## src/rtl/holdover_tune_tracker.sv

```systemverilog
module holdover_tune_tracker #(
  parameter int WORD_W    = 16,
  parameter int WIN_SECS  = 40,
  parameter int AVG_SHIFT = 18
) (
  input  logic              clk,
  input  logic              rst_n,
  input  logic [1:0]        mode_sel,
  input  logic [WORD_W-1:0] loop_word,
  input  logic [WORD_W-1:0] center_word,
  input  logic              tick_8k,
  input  logic              tick_1s,
  output logic [WORD_W-1:0] dac_word,
  output logic              dac_wr,
  output logic              tvl_alarm
);
  localparam int ACC_W = WORD_W + AVG_SHIFT;
  localparam int CNT_W = AVG_SHIFT + 1;
  localparam int SEC_W = $clog2(WIN_SECS + 1);
  localparam logic [CNT_W-1:0]  FULL     = {1'b1, {AVG_SHIFT{1'b0}}};
  localparam logic [SEC_W-1:0]  LAST_SEC = SEC_W'(WIN_SECS - 1);
  localparam logic [WORD_W-1:0] MARGIN   = WORD_W'((2 ** WORD_W) / 10);
  localparam logic [WORD_W-1:0] HI_EDGE  = ~MARGIN;

  logic [ACC_W-1:0]  acc;
  logic [CNT_W-1:0]  n_samp;
  logic [SEC_W-1:0]  n_sec;
  logic [WORD_W-1:0] hist;
  logic              hist_ok;
  logic [WORD_W-1:0] target;

  wire locked  = (mode_sel == 2'b01) || (mode_sel == 2'b10);
  wire hold    = (mode_sel == 2'b11);
  wire win_end = locked && tick_1s && (n_sec == LAST_SEC);
  wire take    = locked && tick_8k && !win_end && !n_samp[AVG_SHIFT];

  always_ff @(posedge clk or negedge rst_n) begin
    if (!rst_n) begin
      acc     <= '0;
      n_samp  <= '0;
      n_sec   <= '0;
      hist    <= '0;
      hist_ok <= 1'b0;
    end else if (!locked) begin
      acc    <= '0;
      n_samp <= '0;
      n_sec  <= '0;
    end else if (win_end) begin
      if (n_samp == FULL) begin
        hist    <= acc[ACC_W-1:AVG_SHIFT];
        hist_ok <= 1'b1;
      end
      acc    <= '0;
      n_samp <= '0;
      n_sec  <= '0;
    end else begin
      if (tick_1s) n_sec <= n_sec + 1'b1;
      if (take) begin
        acc    <= acc + ACC_W'(loop_word);
        n_samp <= n_samp + 1'b1;
      end
    end
  end

  always_comb begin
    if (locked)                target = loop_word;
    else if (hold && hist_ok)  target = hist;
    else                       target = center_word;
  end

  always_ff @(posedge clk or negedge rst_n) begin
    if (!rst_n) begin
      dac_word <= '0;
      dac_wr   <= 1'b0;
    end else if (tick_8k && (target != dac_word)) begin
      dac_word <= target;
      dac_wr   <= 1'b1;
    end else begin
      dac_wr <= 1'b0;
    end
  end

  assign tvl_alarm = (dac_word < MARGIN) || (dac_word > HI_EDGE);
endmodule

```

## config.mk

```make
export PLATFORM = sky130hd
export DESIGN_NAME = holdover_tune_tracker
export DESIGN_NICKNAME = d
export VERILOG_FILES = /design/src/rtl/holdover_tune_tracker.sv
export SDC_FILE = /design/constraint.sdc
export NUM_CORES = 1
export LEC_CHECK = 0
export BUFFER_PORTS_ARGS = -buffer_cell sky130_fd_sc_hd__buf_2
export CORE_ASPECT_RATIO = 0.75
export CORE_UTILIZATION = 54
export DETAILED_ROUTE_END_ITERATION = 6
export GPL_ROUTABILITY_DRIVEN = 0
export PLACE_DENSITY = 0.77
export SLEW_MARGIN = 20
export SYNTH_ARGS = -nofsm -noshare
export SYNTH_HDL_FRONTEND = slang
export SYNTH_SLANG_ARGS = --single-unit
```

## constraint.sdc

```tcl
create_clock -name clk -period 2.59 [get_ports clk]
set_clock_uncertainty 0.15 [all_clocks]
set_input_delay 0.259 -clock clk [delete_from_list [all_inputs] [get_ports clk]]
set_output_delay 0.259 -clock clk [all_outputs]
set_load 0.01 [all_outputs]
```

==> impl_metrics.env <==
export IMPL_grt_pass1_wl_um=24800
export IMPL_first_pass_iters=5
export IMPL_ys_seq_area_frac=0.403
export IMPL_rows=32
export IMPL_slew_headroom=0.622
export IMPL_vias=5259
export IMPL_wl_per_cell_um=18.7
export IMPL_wirelength_um=15900
export IMPL_setup_tns_ps=-603
export IMPL_p_int_uw=2800
export IMPL_ys_top_cells_by_count="dfrtp_1, nand2_1, nor2_1, nand3_1, a21oi_1"
export IMPL_cp_max_fo=8
export IMPL_place_area_mm2=0.00642
export IMPL_synth_fp_nets=678
export IMPL_synth_top_cell_area_share=0.403
export IMPL_layout_drive_gt1_share=0.250
export IMPL_finalSetupViolations=16
export IMPL_ys_warnings_count=0
export IMPL_start_util=0.559
export IMPL_avgSynthCellArea_um2=9.33
export IMPL_max_freq_ghz=0.377
export IMPL_fin_cells=848
export IMPL_vdd_drop_max_uv=365
export IMPL_hold_viol_final=0
export IMPL_via_per_inst=6.20
export IMPL_drc=0
export IMPL_die_h_um=91.6
export IMPL_sw_frac_of_total=0.314
export IMPL_rsz0062_at_grt="true"
export IMPL_cts_htree_levels=3
export IMPL_regToRegSetupSlack_ps=-60
export IMPL_antenna_found_initial=0
export IMPL_ant_nets=0
export IMPL_synth_area_top_cells="dfrtp_1, mux2i_1, mux2_2"
export IMPL_timing_worst_setup_path_type="register to register"
export IMPL_power_leakage_uw=0.00324
export IMPL_cts_buffers=9
export IMPL_violations="negative setup slack"
export IMPL_power_density_mw_per_mm2=583
export IMPL_io_pins=56
export IMPL_diodes=0
export IMPL_dp_slack_ps=-392
export IMPL_worstPathCellList="nand2_4 -> buf_6 -> a311oi_2 -> xnor2_1 -> nor4_2 -> nand4_1 -> o31a_2 -> mux2_2"
export IMPL_clk_pin_slew_ps=70
export IMPL_period_needed_ps=2650
export IMPL_status="complete, but fails checks"
export IMPL_synth_most_common_cell="dfrtp_1"
export IMPL_cpPeakStageDelay_ps=440
export IMPL_place_inst=820
export IMPL_io_buffers=55
export IMPL_synth_edf_count=0
export IMPL_startpoint_type="register"
export IMPL_yosys_area_top_type="dfrtp_1"
export IMPL_drv_slew=0
export IMPL_fin_ws_ps=-60.6
export IMPL_worst_ep_arrival_time_ps=2730
export IMPL_syn_cell_area_mm2=0.00578
export IMPL_p_seq_frac=0.406
export IMPL_nets=766
export IMPL_clock_path_buffers=2
export IMPL_p_total_uw=4080
export IMPL_final_design_area_no_fill_mm2=0.00700
export IMPL_maxCapViolCount=0
export IMPL_area_growth_pct=21.1
export IMPL_dpl_hpwl_um=10800
export IMPL_ys_types=54
export IMPL_async_flop_share=1.00
export IMPL_grt_max_degree=94
export IMPL_synthCells=619
export IMPL_grt_use_total=0.289
export IMPL_dieWidth_um=121
export IMPL_synth_main_ff_cell="dfrtp_1"
export IMPL_cts_root_buf="clkbuf_16"
export IMPL_combPwrFrac=0.270
export IMPL_worst_hold_path_type="input pin to register"
export IMPL_endpoint_kind="register"
export IMPL_slowest_stage="dfrtp_2"
export IMPL_drt_iter0_drc=403
export IMPL_net_switching_power_uw=1280
export IMPL_die_area_mm2=0.0111
export IMPL_required_ps=2670
export IMPL_yosys_register_bits=93
export IMPL_grt_pass1_vias=4945
export IMPL_clock_sinks=93
export IMPL_clk_latency_ps=340
export IMPL_tightestPinTransition_ps=567
export IMPL_post_route_period_util=1.02
export IMPL_core_mm2=0.0103
export IMPL_p_clk_frac=0.324
export IMPL_gr_total_overflow=0
export IMPL_tritoncts="done"
cell type report:
| class | instances | area [um2] |
|---|---|---|
| Clock buffer | 12 | 246 |
| Clock inverter | 4 | 47.5 |
| Fill cell | 808 | 3330 |
| Inverter | 21 | 78.8 |
| Multi-Input combinational cell | 481 | 3460 |
| Sequential cell | 93 | 2330 |
| Tap cell | 136 | 170 |
| Timing Repair Buffer | 101 | 666 |
worst paths after layout:
kind,to,cells after the start,startpoint
setup reg to reg,dac_word[7],8,hist_ok
hold / removal,dac_word[2],3,center_word[2]
min in group asynchronous,dac_wr,3,rst_n
hold reg to reg,hist[10],1,hist[10]
setup / recovery,dac_word[7],8,hist_ok
max in group asynchronous,n_samp[13],3,rst_n
through the flow:
step / hold slack (ps) / utilization
detailed placement: 200 / 0.622
finish: 138 / 0.677
floorplan: -187 / -
global route: 147 / 0.677
global placement: 190 / 0.622
CTS: 117 / 0.657
registers in the layout, indices dropped and copies added, names as in the netlist:
name / flops
acc: 34
n_samp: 19
dac_word: 16
hist: 16
n_sec: 6
dac_wr: 1
hist_ok: 1
cells by family (layout without fill, tap and decap cells):
group	count (synthesis)	count (layout)	share of synthesized area
simple gates	241	241	0.213
compound gates	119	120	0.133
flops	93	93	0.403
mux	54	54	0.101
buf+inv	46	138	0.0355
xor+xnor	45	45	0.0682
fa+ha+maj	21	21	0.0468
routing by layer:
layer | wire (um) | part of all wire | track usage
met5 | 0 | 0 | 0
met3 | 914 | 0.058 | 0.0459
met4 | 529 | 0.033 | 0.129
met2 | 7400 | 0.47 | 0.455
met1 | 7020 | 0.44 | 0.392
worst max-delay path, delay by kind of cell (launching register included):
kind,cells,cell delay (ps)
xor+xnor,1,170
simple gates,3,550
buf+inv,1,140
flops,1,440
compound gates,2,790
mux,1,290
repair_timing:
| action | 4_1_cts | 5_1_grt |
|---|---|---|
| resized for setup | 13 | 34 |
| endpoints found under the hold margin | 93 | 0 |
| pin swaps | 2 | 11 |
| gates cloned | 0 | 1 |
| buffers inserted | 1 | 9 |
| hold buffers | 1 | 0 |
| setup endpoints to repair | 31 | 33 |
power by group through the flow:
stage	sequential [uW]	combinational [uW]	clock, uW
6_report	1660	1100	1320
3_5_place_dp	1680	979	0
3_3_place_gp	1670	949	0
5_1_grt	1660	1200	1400
4_1_cts	1650	1010	1330
2_1_floorplan	1670	635	0
layout by cell type, fill, tap and decap left out, types with 9 or more instances in the layout:
| cell type | instances |
|---|---|
| a21oi_1 | 30 |
| nand4_1 | 21 |
| nor2_1 | 46 |
| dfrtp_1 | 89 |
| nand2_1 | 66 |
| mux2i_1 | 25 |
| o21ai_0 | 21 |
| inv_1 | 21 |
| xor2_1 | 22 |
| mux2_2 | 24 |
| ha_1 | 18 |
| nand2b_1 | 14 |
| and2_1 | 10 |
| buf_4 | 41 |
| clkbuf_16 | 9 |
| nand3_1 | 35 |
| buf_2 | 54 |
| xnor2_1 | 23 |
Power figures use the tool's default switching activity.
